<file path="src/rtl/wq_pkg.sv">
package wq_pkg;
  typedef enum logic [1:0] {
    SRC_FREE    = 2'd0,
    SRC_RECLAIM = 2'd1,
    SRC_SELF    = 2'd2,
    SRC_ANY     = 2'd3
  } victim_src_e;
endpackage

</file>
<file path="src/rtl/wq_tag_match.sv">
module wq_tag_match #(
  parameter int WAYS  = 4,
  parameter int TAG_W = 20,
  parameter int WAY_W = 2
) (
  input  logic [WAYS-1:0][TAG_W-1:0] tags_i,
  input  logic [WAYS-1:0]            valid_i,
  input  logic [TAG_W-1:0]           tag_i,
  output logic [WAYS-1:0]            hit_vec_o,
  output logic [WAY_W-1:0]           hit_way_o
);
  for (genvar w = 0; w < WAYS; w++) begin : g_cmp
    assign hit_vec_o[w] = valid_i[w] && (tags_i[w] == tag_i);
  end

  always_comb begin
    hit_way_o = '0;
    for (int w = 0; w < WAYS; w++) begin
      if (hit_vec_o[w]) hit_way_o = WAY_W'(w);
    end
  end
endmodule

</file>
<file path="src/rtl/wq_recency.sv">
module wq_recency #(
  parameter int WAYS  = 4,
  parameter int WAY_W = 2
) (
  input  logic                       clk_i,
  input  logic                       rst_i,
  input  logic                       touch_i,
  input  logic [WAY_W-1:0]           touch_way_i,
  output logic [WAYS-1:0][WAY_W-1:0] rank_o
);
  logic [WAYS-1:0][WAY_W-1:0] rank_q;
  logic [WAY_W-1:0]           touched_rank;

  assign touched_rank = rank_q[touch_way_i];
  assign rank_o       = rank_q;

  always_ff @(posedge clk_i) begin
    if (rst_i) begin
      for (int w = 0; w < WAYS; w++) rank_q[w] <= WAY_W'(w);
    end else if (touch_i) begin
      for (int w = 0; w < WAYS; w++) begin
        if (WAY_W'(w) == touch_way_i)
          rank_q[w] <= '0;
        else if (rank_q[w] < touched_rank)
          rank_q[w] <= rank_q[w] + WAY_W'(1);
      end
    end
  end
endmodule

</file>
<file path="src/rtl/wq_victim_sel.sv">
module wq_victim_sel
  import wq_pkg::*;
#(
  parameter int WAYS      = 4,
  parameter int NUM_CORES = 4,
  parameter int CID_W     = 2,
  parameter int QW        = 3,
  parameter int WAY_W     = 2
) (
  input  logic [WAYS-1:0]                valid_i,
  input  logic [WAYS-1:0][CID_W-1:0]     owner_i,
  input  logic [WAYS-1:0][WAY_W-1:0]     rank_i,
  input  logic [NUM_CORES-1:0][QW-1:0]   quota_i,
  input  logic [CID_W-1:0]               req_core_i,
  output logic [WAY_W-1:0]               victim_way_o,
  output victim_src_e                    victim_src_o
);
  logic [NUM_CORES-1:0][QW-1:0] occ;
  logic [QW-1:0]                req_quota;
  logic [QW-1:0]                req_occ;
  logic [WAYS-1:0]              free_m;
  logic [WAYS-1:0]              over_m;
  logic [WAYS-1:0]              own_m;
  logic [WAY_W:0]               pick_free;
  logic [WAY_W:0]               pick_over;
  logic [WAY_W:0]               pick_own;
  logic [WAY_W:0]               pick_any;

  function automatic logic [WAY_W:0] oldest(
    input logic [WAYS-1:0]            m,
    input logic [WAYS-1:0][WAY_W-1:0] r
  );
    logic             found;
    logic [WAY_W-1:0] best;
    logic [WAY_W-1:0] best_r;
    found  = 1'b0;
    best   = '0;
    best_r = '0;
    for (int w = 0; w < WAYS; w++) begin
      if (m[w] && (!found || r[w] > best_r)) begin
        found  = 1'b1;
        best   = WAY_W'(w);
        best_r = r[w];
      end
    end
    return {found, best};
  endfunction

  always_comb begin
    occ = '0;
    for (int w = 0; w < WAYS; w++) begin
      for (int c = 0; c < NUM_CORES; c++) begin
        if (valid_i[w] && owner_i[w] == CID_W'(c)) occ[c] = occ[c] + QW'(1);
      end
    end
    req_quota = '0;
    req_occ   = '0;
    for (int c = 0; c < NUM_CORES; c++) begin
      if (req_core_i == CID_W'(c)) begin
        req_quota = quota_i[c];
        req_occ   = occ[c];
      end
    end
  end

  always_comb begin
    for (int w = 0; w < WAYS; w++) begin
      free_m[w] = !valid_i[w];
      own_m[w]  = valid_i[w] && (owner_i[w] == req_core_i);
      over_m[w] = 1'b0;
      for (int c = 0; c < NUM_CORES; c++) begin
        if (valid_i[w] && owner_i[w] == CID_W'(c) && owner_i[w] != req_core_i &&
            occ[c] > quota_i[c])
          over_m[w] = 1'b1;
      end
    end
  end

  assign pick_free = oldest(free_m, rank_i);
  assign pick_over = oldest(over_m, rank_i);
  assign pick_own  = oldest(own_m, rank_i);
  assign pick_any  = oldest({WAYS{1'b1}}, rank_i);

  always_comb begin
    victim_way_o = pick_any[WAY_W-1:0];
    victim_src_o = SRC_ANY;
    if (pick_free[WAY_W]) begin
      victim_way_o = pick_free[WAY_W-1:0];
      victim_src_o = SRC_FREE;
    end else if (req_occ < req_quota) begin
      if (pick_over[WAY_W]) begin
        victim_way_o = pick_over[WAY_W-1:0];
        victim_src_o = SRC_RECLAIM;
      end
    end else if (pick_own[WAY_W]) begin
      victim_way_o = pick_own[WAY_W-1:0];
      victim_src_o = SRC_SELF;
    end
  end
endmodule

</file>
<file path="src/rtl/way_quota_set.sv">
module way_quota_set
  import wq_pkg::*;
#(
  parameter int  WAYS      = 4,
  parameter int  TAG_W     = 20,
  parameter int  NUM_CORES = 4,
  localparam int CID_W     = (NUM_CORES > 1) ? $clog2(NUM_CORES) : 1,
  localparam int QW        = $clog2(WAYS + 1),
  localparam int WAY_W     = $clog2(WAYS)
) (
  input  logic                      clk_i,
  input  logic                      rst_i,
  input  logic                      req_valid_i,
  input  logic [TAG_W-1:0]          req_tag_i,
  input  logic [CID_W-1:0]          req_core_i,
  input  logic [NUM_CORES*QW-1:0]   quota_i,
  output logic                      resp_valid_o,
  output logic                      resp_hit_o,
  output logic [WAY_W-1:0]          resp_way_o,
  output logic                      resp_evict_o,
  output logic [1:0]                resp_src_o
);
  logic [WAYS-1:0][TAG_W-1:0]   tag_q;
  logic [WAYS-1:0][CID_W-1:0]   owner_q;
  logic [WAYS-1:0]              valid_q;
  logic [WAYS-1:0][WAY_W-1:0]   way_rank;
  logic [NUM_CORES-1:0][QW-1:0] quota_arr;
  logic [WAYS-1:0]              hit_vec;
  logic [WAY_W-1:0]             hit_way;
  logic                         hit;
  logic [WAY_W-1:0]             victim_way;
  victim_src_e                  victim_src;
  logic [WAY_W-1:0]             access_way;
  logic                         fill;
  victim_src_e                  resp_src_q;

  for (genvar c = 0; c < NUM_CORES; c++) begin : g_quota
    assign quota_arr[c] = quota_i[c*QW +: QW];
  end

  wq_tag_match #(.WAYS(WAYS), .TAG_W(TAG_W), .WAY_W(WAY_W)) u_match (
    .tags_i   (tag_q),
    .valid_i  (valid_q),
    .tag_i    (req_tag_i),
    .hit_vec_o(hit_vec),
    .hit_way_o(hit_way)
  );

  wq_victim_sel #(
    .WAYS(WAYS), .NUM_CORES(NUM_CORES), .CID_W(CID_W), .QW(QW), .WAY_W(WAY_W)
  ) u_victim (
    .valid_i     (valid_q),
    .owner_i     (owner_q),
    .rank_i      (way_rank),
    .quota_i     (quota_arr),
    .req_core_i  (req_core_i),
    .victim_way_o(victim_way),
    .victim_src_o(victim_src)
  );

  assign hit        = |hit_vec;
  assign fill       = req_valid_i && !hit;
  assign access_way = hit ? hit_way : victim_way;

  wq_recency #(.WAYS(WAYS), .WAY_W(WAY_W)) u_recency (
    .clk_i      (clk_i),
    .rst_i      (rst_i),
    .touch_i    (req_valid_i),
    .touch_way_i(access_way),
    .rank_o     (way_rank)
  );

  always_ff @(posedge clk_i) begin
    if (rst_i) begin
      tag_q   <= '0;
      owner_q <= '0;
      valid_q <= '0;
    end else if (fill) begin
      tag_q[victim_way]   <= req_tag_i;
      owner_q[victim_way] <= req_core_i;
      valid_q[victim_way] <= 1'b1;
    end
  end

  always_ff @(posedge clk_i) begin
    if (rst_i) begin
      resp_valid_o <= 1'b0;
      resp_hit_o   <= 1'b0;
      resp_way_o   <= '0;
      resp_evict_o <= 1'b0;
      resp_src_q   <= SRC_FREE;
    end else begin
      resp_valid_o <= req_valid_i;
      if (req_valid_i) begin
        resp_hit_o   <= hit;
        resp_way_o   <= access_way;
        resp_evict_o <= fill && valid_q[victim_way];
        resp_src_q   <= hit ? SRC_FREE : victim_src;
      end
    end
  end

  assign resp_src_o = resp_src_q;
endmodule

</file>
<file path="config.mk">
export PLATFORM = sky130hd
export DESIGN_NAME = way_quota_set
export DESIGN_NICKNAME = d
export VERILOG_FILES = /design/src/rtl/wq_pkg.sv /design/src/rtl/wq_tag_match.sv /design/src/rtl/wq_recency.sv /design/src/rtl/wq_victim_sel.sv /design/src/rtl/way_quota_set.sv
export SDC_FILE = /design/constraint.sdc
export NUM_CORES = 1
export LEC_CHECK = 0
export BUFFER_PORTS_ARGS = -buffer_cell sky130_fd_sc_hd__buf_2
export CAP_MARGIN = 30
export CORE_MARGIN = 2
export CORE_UTILIZATION = 62
export CTS_CLUSTER_DIAMETER = 150
export DETAILED_ROUTE_END_ITERATION = 12
export PLACE_DENSITY = 0.92
export SLEW_MARGIN = 20
export SYNTH_ARGS = -nofsm -noshare
export SYNTH_HDL_FRONTEND = slang
export SYNTH_HIERARCHICAL = 1
export SYNTH_SLANG_ARGS = --single-unit
</file>
<file path="constraint.sdc">
create_clock -name clk_i -period 10.97 [get_ports clk_i]
set_input_delay 1.6455 -clock clk_i [delete_from_list [all_inputs] [get_ports clk_i]]
set_output_delay 1.6455 -clock clk_i [all_outputs]
set_load 0.05 [all_outputs]
</file>
==> out/results.tsv, run 1 <==
stage	metric	value	unit
clock_network	cts_buffers	9	
timing	relSlewSlack	36.2	%
detailed_routing	drtIter0Drc	751	
worst_hold_path	min_from	resp_evict_o$_SDFFE_PP0P_	
floorplanning	start_util	63.0	%
timing	drv_slew	0	
logic_synthesis	yosysWarnings	6	
floorplanning	die_y	114	um
worst_hold_path	hold_path_depth	2	
detailed_routing	ant_nets	0	
clock_network	cts_max_path_buffers	2	
floorplanning	die_w	114	um
critical_path	slowest_stage	dfxtp_1	
global_route	grt_pass1_wl	31400	um
logic_synthesis	synthArstFlopShare	0	%
power_and_ir_drop	leakagePower	3.02	nW
final_layout	areaGrowthSynthToFinish	6.18	%
final_layout	seq_area	0.00214	mm2
power_and_ir_drop	vdd_drop_max	231	uV
status	status	complete, no violations	
logic_synthesis	synth_cell_types	67	
detailed_routing	drt_wl_total	19500	um
timing	max_freq	101	MHz
timing	fin_skew	0.0113	ns
logic_synthesis	ys_ff_latch	107	
timing	final.setup.tns	0	ns
final_layout	layoutNonFillerInstCount	1069	
critical_path	crit_arrival	10.15	ns
placed_design	placedCellCount	1050	
floorplanning	core	0.0119	mm2
placed_design	dp_hpwl	12600	um
critical_path	timing.rr.start	valid_q[0]$_SDFFE_PP0P_	
global_route	grt_use_total	29.9	%
clock_network	ctsResizeCount	0	
run	max_cap_violations	0	
timing	tightest_slew	0.957	ns
final_layout	drive_gt1_share	10.8	%
detailed_routing	drtPass1Iterations	5	
detailed_routing	viasPerCell	6.51	
logic_synthesis	synthesis.area	0.00747	mm2
detailed_routing	route.detailed.drc	0	
logic_synthesis	synth_edf_count	0	
critical_path	r2r_slack	1.07	ns
critical_path	crit_fanout	13	
floorplanning	design.die.area	0.0129	mm2
power_and_ir_drop	power_density	312	mW/mm2
worst_hold_path	min_path_type	flip-flop to flip-flop	
global_route	grt.overflow.total	0	
logic_synthesis	synthCells	926	
worst_hold_path	whs_endpoint	resp_evict_o$_SDFFE_PP0P_	
critical_path	startpoint_type	flip-flop	
global_route	grt_pass1_vias	6505	
final_layout	nNetsFinal	1007	
final_layout	final_cell_mix	a21oi_1, dfxtp_1, nand3_1, o21ai_0, xnor2_1	
detailed_routing	wl_per_cell	18.3	um
critical_path	worstPathRequired	11.21	ns
timing	setup_viol	0	
final_layout	multi_input_area	0.00488	mm2
placed_design	port_buffers	43	
clock_network	cts_hold_buf	0	
logic_synthesis	synth.avg_cell_area	8.07	um2
logic_synthesis	synthFlopType	dfxtp_1	
clock_network	clock_latency	0.36	ns
critical_path	cpPeakStageDelay	0.63	ns
critical_path	cpMostUsedCell	ha_1	
timing	finalCritPeriodShare	90.3	%
timing	rsz0062_at_grt	false	
floorplanning	std_cell_rows	40	
critical_path	rr_worst_depth	38	
final_layout	num_antenna_cells	0	
logic_synthesis	syn_nets	1016	
global_route	grt_max_degree	94	
critical_path	cp-end-kind	flip-flop	
clock_network	clk_pin_slew	0.08	ns
floorplanning	ios	44	
global_route	antenna_found_initial	0	
timing	layout_min_cycle_time	9.90	ns
critical_path	crit_type	flip-flop to flip-flop	
final_layout	final_common_cell	a21oi_1	
clock_network	clkSinkCount	107	
timing	hold_viol	0	
detailed_routing	vias	6962	
logic_synthesis	yosysSeqAreaShare	28.7	%
clock_network	root_buffer	clkbuf_16	
clock_network	htree_levels	3	
clock_network	post_cts_buffers	0	
final_layout	fillCellCount	927	
clock_network	tritoncts	built	
placed_design	place_congestion	0.913	
critical_path	worstReg2RegEnd	u_recency/rank_o[5]$_SDFFE_PP1P_	
-- cells in the mapped netlist, drive strengths merged, types with 2 or more instances --
library cell    n  area (um2)
nand3b          9        67.6
and3b           3        26.3
nand2b          6        37.5
nor4           11        98.8
a21oi         125         641
nand3         106         531
nor3b           9         100
nor2b          13        81.3
mux2           11         124
nand4          19         134
dfxtp         107        2140
inv            33         124
and2            3        18.8
nor2           33         124
mux4            9         206
a22oi          11        82.6
a21boi          2        15.0
a311oi          3        26.3
a31oi           5        31.3
clkbuf         52         205
o21a            2        15.0
nand2          38         143
buf            18         119
ha             53         663
o31ai           2        15.0
o22ai           2        12.5
xnor2          70         613
a211oi          2        15.0
xor2           30         270
a221o           2        21.3
and3            9        57.6
nor3            5        25.0
o21ai         105         526
-- cell families (layout without fill, tap and decap cells) --
kind of cell | after synthesis | in the layout | synth area share (%)
and+or+nand+nor | 271 | 271 | 20.1
xor gates and xnor gates | 100 | 100 | 11.8
AOI/OAI and AO/OA | 271 | 271 | 19.9
adders and majority gates | 53 | 53 | 8.88
DFF | 107 | 107 | 28.7
muxes | 21 | 21 | 4.56
buffers and inverters | 103 | 99 | 6.00
-- final cells by class --
type	instances	share of cell area, %
well taps	147	2.32
clock inverters	6	0.742
flip-flops and latches	107	27.0
repair buffers	50	3.76
inverters	33	1.56
clock buffers	10	3.01
multi-input cells	716	61.6
-- layer usage --
metal	vias up	GRT usage, %	share of wire (%)
met5	-	0	0
met4	0	12.3	3.5
met3	60	5.69	8.8
met2	371	50.8	47
met1	3233	37.6	40
li1	3298	-	-
-- worst max-delay path, delay by kind of cell, from the launching register on --
family / cells / cell delay [ns]
DFF: 1 / 0.63
AOI/OAI and AO/OA: 13 / 2.92
xor gates and xnor gates: 1 / 0.20
adders and majority gates: 7 / 2.06
buffers and inverters: 3 / 0.33
muxes: 4 / 1.52
and+or+nand+nor: 10 / 2.12
-- power breakdown --
| group | internal, W | switching, W | leakage [nW] |
|---|---|---|---|
| sequential | 0.000524 | 0.000126 | 0.871 |
| combinational | 0.000607 | 0.000890 | 2.00 |
| clock | 0.000165 | 0.000162 | 0.148 |
-- how the worst max path moves through the flow --
stage / start / end / slack (ns)
3_3_place_gp: valid_q[0]$_SDFFE_PP0P_ / u_recency/rank_o[5]$_SDFFE_PP1P_ / 1.56
2_1_floorplan: valid_q[0]$_SDFFE_PP0P_ / u_recency/rank_o[5]$_SDFFE_PP1P_ / 2.65
4_1_cts: valid_q[0]$_SDFFE_PP0P_ / u_recency/rank_o[5]$_SDFFE_PP1P_ / 1.06
5_1_grt: valid_q[0]$_SDFFE_PP0P_ / u_recency/rank_o[5]$_SDFFE_PP1P_ / 0.43
3_5_place_dp: valid_q[0]$_SDFFE_PP0P_ / u_recency/rank_o[5]$_SDFFE_PP1P_ / 1.18
6_report: valid_q[0]$_SDFFE_PP0P_ / u_recency/rank_o[5]$_SDFFE_PP1P_ / 1.07
-- per-stage QoR --
stage	cell area [um2]	setup slack, ns	hold WS, ns	utilization (%)	power [W]
5_1_grt	7930	0.430	0.506	66.9	0.00266
6_report	7930	1.07	0.476	66.9	0.00247
4_1_cts	7890	1.06	0.474	66.5	0.00239
2_1_floorplan	7470	2.65	0.461	-	0.00179
3_5_place_dp	7590	1.18	0.465	64.0	0.00205
3_3_place_gp	7570	1.56	0.456	63.8	0.00199
-- sequential cells by signal, summed over array words and instances, names as in the netlist --
| signal | count |
|---|---|
| owner_q | 8 |
| resp_evict_o | 1 |
| resp_hit_o | 1 |
| resp_src_o | 2 |
| resp_valid_o | 1 |
| resp_way_o | 2 |
| tag_q | 80 |
| u_recency/rank_o | 8 |
| valid_q | 4 |
Note: power is estimated with default switching activity, not from simulation.
==> inputs of run 2 (changes only) <==
--- a/config.mk
+++ b/config.mk
@@ -8,10 +8,10 @@
 export BUFFER_PORTS_ARGS = -buffer_cell sky130_fd_sc_hd__buf_2
 export CAP_MARGIN = 30
 export CORE_MARGIN = 2
-export CORE_UTILIZATION = 62
+export CORE_UTILIZATION = 65
 export CTS_CLUSTER_DIAMETER = 150
 export DETAILED_ROUTE_END_ITERATION = 12
-export PLACE_DENSITY = 0.92
+export PLACE_DENSITY = 0.95
 export SLEW_MARGIN = 20
 export SYNTH_ARGS = -nofsm -noshare
 export SYNTH_HDL_FRONTEND = slang
==> constraint.sdc (replaced) <==
create_clock -name clk_i -period 12.2 [get_ports clk_i]
set_input_delay 1.83 -clock clk_i [delete_from_list [all_inputs] [get_ports clk_i]]
set_output_delay 1.83 -clock clk_i [all_outputs]
set_load 0.05 [all_outputs]
==> out/results.tsv, run 2 (synthesis results as in run 1) <==
stage	metric	value	unit
status	status	complete, no violations	
timing	rsz0062_at_grt	false	
floorplanning	design.die.area	0.0124	mm2
power_and_ir_drop	leakagePower	3.02	nW
clock_network	clock_latency	0.35	ns
floorplanning	die_w	111	um
final_layout	drive_gt1_share	10.7	%
run	max_cap_violations	0	
clock_network	tritoncts	built	
detailed_routing	viasPerCell	6.78	
critical_path	cpPeakStageDelay	0.72	ns
timing	final.setup.tns	0	ns
final_layout	num_antenna_cells	0	
timing	setup_viol	0	
floorplanning	core	0.0113	mm2
critical_path	worstPathRequired	12.44	ns
floorplanning	std_cell_rows	39	
timing	holdWs	0.473	ns
global_route	grt.overflow.total	0	
clock_network	cts_hold_buf	0	
timing	layout_min_cycle_time	10.02	ns
detailed_routing	vias	7212	
floorplanning	die_y	111	um
floorplanning	ios	44	
floorplanning	start_util	66.0	%
detailed_routing	drtPass1Iterations	6	
worst_hold_path	min_path_type	flip-flop to flip-flop	
timing	finalCritPeriodShare	82.1	%
global_route	grt_pass1_wl	33200	um
critical_path	startpoint_type	flip-flop	
global_route	antenna_found_initial	0	
final_layout	largest_reg_flops	80	
clock_network	clk_pin_slew	0.08	ns
power_and_ir_drop	vdd_drop_max	196	uV
critical_path	slowest_stage	o31ai_2	
clock_network	post_cts_buffers	0	
detailed_routing	drtIter0Drc	906	
clock_network	htree_levels	3	
final_layout	final_common_cell	a21oi_1	
critical_path	crit_fanout	13	
detailed_routing	ant_nets	0	
global_route	grt_max_degree	98	
final_layout	regMostFlops	tag_q	
placed_design	place_congestion	0.946	
critical_path	crit_type	flip-flop to flip-flop	
detailed_routing	wl_per_cell	19.2	um
detailed_routing	route.detailed.drc	0	
timing	fin_skew	0.00829	ns
final_layout	areaGrowthSynthToFinish	6.11	%
clock_network	root_buffer	clkbuf_16	
power_and_ir_drop	power_density	281	mW/mm2
clock_network	clkSinkCount	107	
timing	hold_viol	0	
detailed_routing	drt_wl_total	20400	um
final_layout	fillCellCount	821	
clock_network	cts_max_path_buffers	2	
placed_design	port_buffers	43	
final_layout	nNetsFinal	1006	
clock_network	cts_buffers	9	
timing	drv_slew	0	
placed_design	dp_hpwl	12800	um
clock_network	ctsResizeCount	0	
critical_path	crit_arrival	10.26	ns
timing	max_freq	99.8	MHz
critical_path	cp-end-kind	flip-flop	
global_route	grt_use_total	32.2	%
timing	tightest_slew	1.02	ns
final_layout	final_cell_mix	a21oi_1, dfxtp_1, nand3_1, o21ai_0, xnor2_1	
critical_path	cpMostUsedCell	ha_1	
global_route	grt_pass1_vias	6891	
timing	relSlewSlack	32.0	%
==> run 2: cell count changes in the layout (fill, tap and decap cells not counted), sizes merged <==
| cell | previous run | this run |
|---|---|---|
| buf | 50 | 49 |
| clkbuf | 10 | 11 |
| inv | 35 | 36 |
| clkinv | 4 | 1 |
| clkinvlp | 0 | 1 |
==> run 2: worst paths after layout <==
kind | slack [ns] | endpoint | from | cells after the start
max reg2reg | 2.18 | u_recency/rank_o[5]$_SDFFE_PP1P_ | valid_q[0]$_SDFFE_PP0P_ | 38
min | 0.47 | resp_evict_o$_SDFFE_PP0P_ | resp_evict_o$_SDFFE_PP0P_ | 2
max | 2.18 | u_recency/rank_o[5]$_SDFFE_PP1P_ | valid_q[0]$_SDFFE_PP0P_ | 38
min reg2reg | 0.47 | resp_evict_o$_SDFFE_PP0P_ | resp_evict_o$_SDFFE_PP0P_ | 2
==> run 2: worst max-delay path: cells and delay by family (launching register included) <==
| kind | cells | cell delay (ns) |
|---|---|---|
| DFF | 1 | 0.61 |
| AOI/OAI and AO/OA | 13 | 3.03 |
| buffers and inverters | 3 | 0.34 |
| muxes | 4 | 1.52 |
| and+or+nand+nor | 10 | 2.11 |
| adders and majority gates | 7 | 2.08 |
| xor gates and xnor gates | 1 | 0.20 |
==> run 2: per-layer routing <==
layer,GRT usage [%],wire (um),up-vias
met2,54.7,9790,451
met1,39.7,7900,3358
met5,0,0,-
li1,-,-,3311
met4,13.3,858,0
met3,7.11,1840,92
==> run 2: layout make-up <==
| class | count | area [um2] | area share, % |
|---|---|---|---|
| clock inverters | 5 | 43.8 | 0.553 |
| clock buffers | 11 | 253 | 3.19 |
| repair buffers | 49 | 299 | 3.77 |
| inverters | 33 | 124 | 1.56 |
| well taps | 143 | 179 | 2.26 |
| multi-input cells | 716 | 4880 | 61.6 |
| flip-flops and latches | 107 | 2140 | 27.0 |
==> run 2: per-stage QoR <==
step	std cells	utilization [%]	cell area (um2)	worst slack (ns)	power, W
floorplan	926	-	7470	3.88	0.00161
finish	1064	70.0	7930	2.18	0.00223
detailed placement	1046	67.1	7590	2.43	0.00184
CTS	1062	69.7	7890	2.20	0.00217
global placement	1045	66.8	7560	2.80	0.00178
global route	1064	70.0	7930	1.55	0.00239
==> run 2: power by group <==
part	total [W]	leakage (nW)	internal (W)	switching [W]
sequential	0.000586	0.871	0.000471	0.000115
combinational	0.00135	2.00	0.000531	0.000820
clock	0.000293	0.146	0.000153	0.000140
total	0.00223	3.02	0.00116	0.00107
==> inputs of run 3 (changes only) <==
--- a/config.mk
+++ b/config.mk
@@ -8,10 +8,10 @@
 export BUFFER_PORTS_ARGS = -buffer_cell sky130_fd_sc_hd__buf_2
 export CAP_MARGIN = 30
 export CORE_MARGIN = 2
-export CORE_UTILIZATION = 65
+export CORE_UTILIZATION = 62
 export CTS_CLUSTER_DIAMETER = 150
 export DETAILED_ROUTE_END_ITERATION = 12
-export PLACE_DENSITY = 0.95
+export PLACE_DENSITY = 0.92
 export SLEW_MARGIN = 20
 export SYNTH_ARGS = -nofsm -noshare
 export SYNTH_HDL_FRONTEND = slang
==> constraint.sdc (replaced) <==
create_clock -name clk_i -period 9.75 [get_ports clk_i]
set_input_delay 1.4625 -clock clk_i [delete_from_list [all_inputs] [get_ports clk_i]]
set_output_delay 1.4625 -clock clk_i [all_outputs]
set_load 0.05 [all_outputs]
==> out/results.tsv, run 3 (synthesis results as in run 1) <==
stage	metric	value	unit
critical_path	startpoint_type	flip-flop	
final_layout	fillCellCount	959	
detailed_routing	viasPerCell	6.51	
power_and_ir_drop	power_density	346	mW/mm2
detailed_routing	route.detailed.drc	0	
critical_path	crit_arrival	9.50	ns
floorplanning	die_w	114	um
critical_path	r2r_slack	0.49	ns
critical_path	worstSetupStartpoint	valid_q[0]$_SDFFE_PP0P_	
worst_hold_path	min_from	resp_evict_o$_SDFFE_PP0P_	
final_layout	stdcell_area	0.00793	mm2
clock_network	cts_max_path_buffers	2	
critical_path	path_delay_family	compound AO/OA/AOI/OAI gates	
global_route	grt_pass1_wl	31400	um
worst_hold_path	hold_path_depth	2	
critical_path	cpMostUsedCell	ha_1	
placed_design	place_ws	0.468	ns
placed_design	port_buffers	43	
final_layout	largest_reg_flops	80	
final_layout	final_common_cell	a21oi_1	
run	max_cap_violations	0	
global_route	antenna_found_initial	1	
timing	setup_ws	0.495	ns
detailed_routing	ant_nets	0	
global_route	grt_max_degree	94	
timing	max_freq	108	MHz
final_layout	multi_input_area	0.00490	mm2
final_layout	drive_gt1_share	11.2	%
placed_design	place_congestion	0.916	
timing	tightest_slew	1.02	ns
timing	finalCritPeriodShare	94.9	%
floorplanning	ios	44	
global_route	grt.overflow.total	0	
final_layout	regMostFlops	tag_q	
critical_path	worstReg2RegEnd	u_recency/rank_o[5]$_SDFFE_PP1P_	
detailed_routing	vias	6957	
clock_network	htree_levels	3	
global_route	grt_use_total	29.9	%
floorplanning	start_util	63.0	%
critical_path	slowest_stage	dfxtp_2	
clock_network	clk_pin_slew	0.07	ns
status	status	complete, no violations	
critical_path	worstPathRequired	9.99	ns
worst_hold_path	whs_endpoint	resp_evict_o$_SDFFE_PP0P_	
clock_network	clkSinkCount	107	
timing	relSlewSlack	32.3	%
detailed_routing	wl_per_cell	18.0	um
critical_path	timing.rr.start	valid_q[0]$_SDFFE_PP0P_	
timing	layout_min_cycle_time	9.26	ns
timing	drv_slew	0	
timing	rsz0062_at_grt	false	
critical_path	crit_fanout	13	
final_layout	seq_area	0.00214	mm2
worst_hold_path	min_path_type	flip-flop to flip-flop	
final_layout	final_cell_mix	a21oi_1, nand3_1, dfxtp_1, o21ai_0, xnor2_1	
clock_network	tritoncts	built	
critical_path	cp-end-kind	flip-flop	
floorplanning	std_cell_rows	40	
final_layout	nNetsFinal	1006	
clock_network	root_buffer	clkbuf_16	
placed_design	placed_cell_area	0.00760	mm2
power_and_ir_drop	leakagePower	3.01	nW
clock_network	clock_latency	0.36	ns
critical_path	critPathBufInv	4	
power_and_ir_drop	vdd_drop_max	238	uV
detailed_routing	drtIter0Drc	675	
timing	final.setup.tns	0	ns
floorplanning	die_y	114	um
critical_path	crit_cells	40	
final_layout	num_antenna_cells	0	
detailed_routing	drtPass1Iterations	5	
critical_path	cpPeakStageDelay	0.48	ns
floorplanning	design.die.area	0.0129	mm2
final_layout	areaGrowthSynthToFinish	6.22	%
placed_design	placedCellCount	1051	
placed_design	dp_hpwl	12400	um
global_route	grt_pass1_vias	6579	
timing	fin_skew	0.0133	ns
timing	hold_viol	0	
clock_network	cts_buffers	9	
critical_path	crit_type	flip-flop to flip-flop	
floorplanning	core	0.0119	mm2
final_layout	layoutNonFillerInstCount	1068	
clock_network	post_cts_buffers	0	
critical_path	rr_worst_depth	40	
timing	setup_viol	0	
detailed_routing	drt_wl_total	19200	um
run 3: cell count changes in the layout (fill, tap and decap cells not counted), sizes merged:
cell / delta
clkinvlp: -1
inv: +1
clkinv: +1
clkbuf: -1
run 3: what timing repair did:
action,in CTS,in global routing
resized for setup,0,6
hold buffers,0,0
setup endpoints to repair,0,9
run 3: how the worst max path moves through the flow:
stage,to,slack (ns)
floorplan,u_recency/rank_o[5]$_SDFFE_PP1P_,1.43
global placement,u_recency/rank_o[5]$_SDFFE_PP1P_,0.85
finish,u_recency/rank_o[5]$_SDFFE_PP1P_,0.49
CTS,u_recency/rank_o[5]$_SDFFE_PP1P_,0.30
detailed placement,u_recency/rank_o[5]$_SDFFE_PP1P_,0.47
global route,u_recency/rank_o[5]$_SDFFE_PP1P_,0.02
run 3: where the power goes:
group	switching [W]	leakage, nW	internal, W
Combinational	0.000979	2.00	0.000671
Clock	0.000182	0.144	0.000182
Sequential	0.000139	0.872	0.000590
run 3: area by class of cell:
class / count / share of cell area (%)
clock buffers: 10 / 2.89
clock inverters: 6 / 0.820
inverters: 33 / 1.56
multi-input cells: 716 / 61.7
flip-flops and latches: 107 / 27.0
well taps: 147 / 2.32
repair buffers: 49 / 3.66
run 3: stage by stage:
step	power [W]	util (%)	hold slack, ns
floorplan	0.00202	-	0.461
global placement	0.00225	63.9	0.456
detailed placement	0.00231	64.1	0.461
CTS	0.00269	66.6	0.473
global route	0.00297	66.9	0.504
finish	0.00274	66.9	0.470
run 3: routing by layer:
layer | share of wire, % | vias to the layer above | track usage, %
li1 | - | 3301 | -
met1 | 42 | 3260 | 38.0
met2 | 47 | 326 | 50.1
met3 | 7.0 | 70 | 5.53
met4 | 3.6 | 0 | 12.4
met5 | 0 | - | 0
run 3: worst register-to-register path: cells and delay by family, from the launching register on:
family          cells  cell delay [ns]
mux                 4             1.27
flops               1             0.48
buf+inv             4             0.34
fa+ha+maj           7             1.93
simple gates       10             1.70
xor+xnor            1             0.26
compound gates     14             3.15
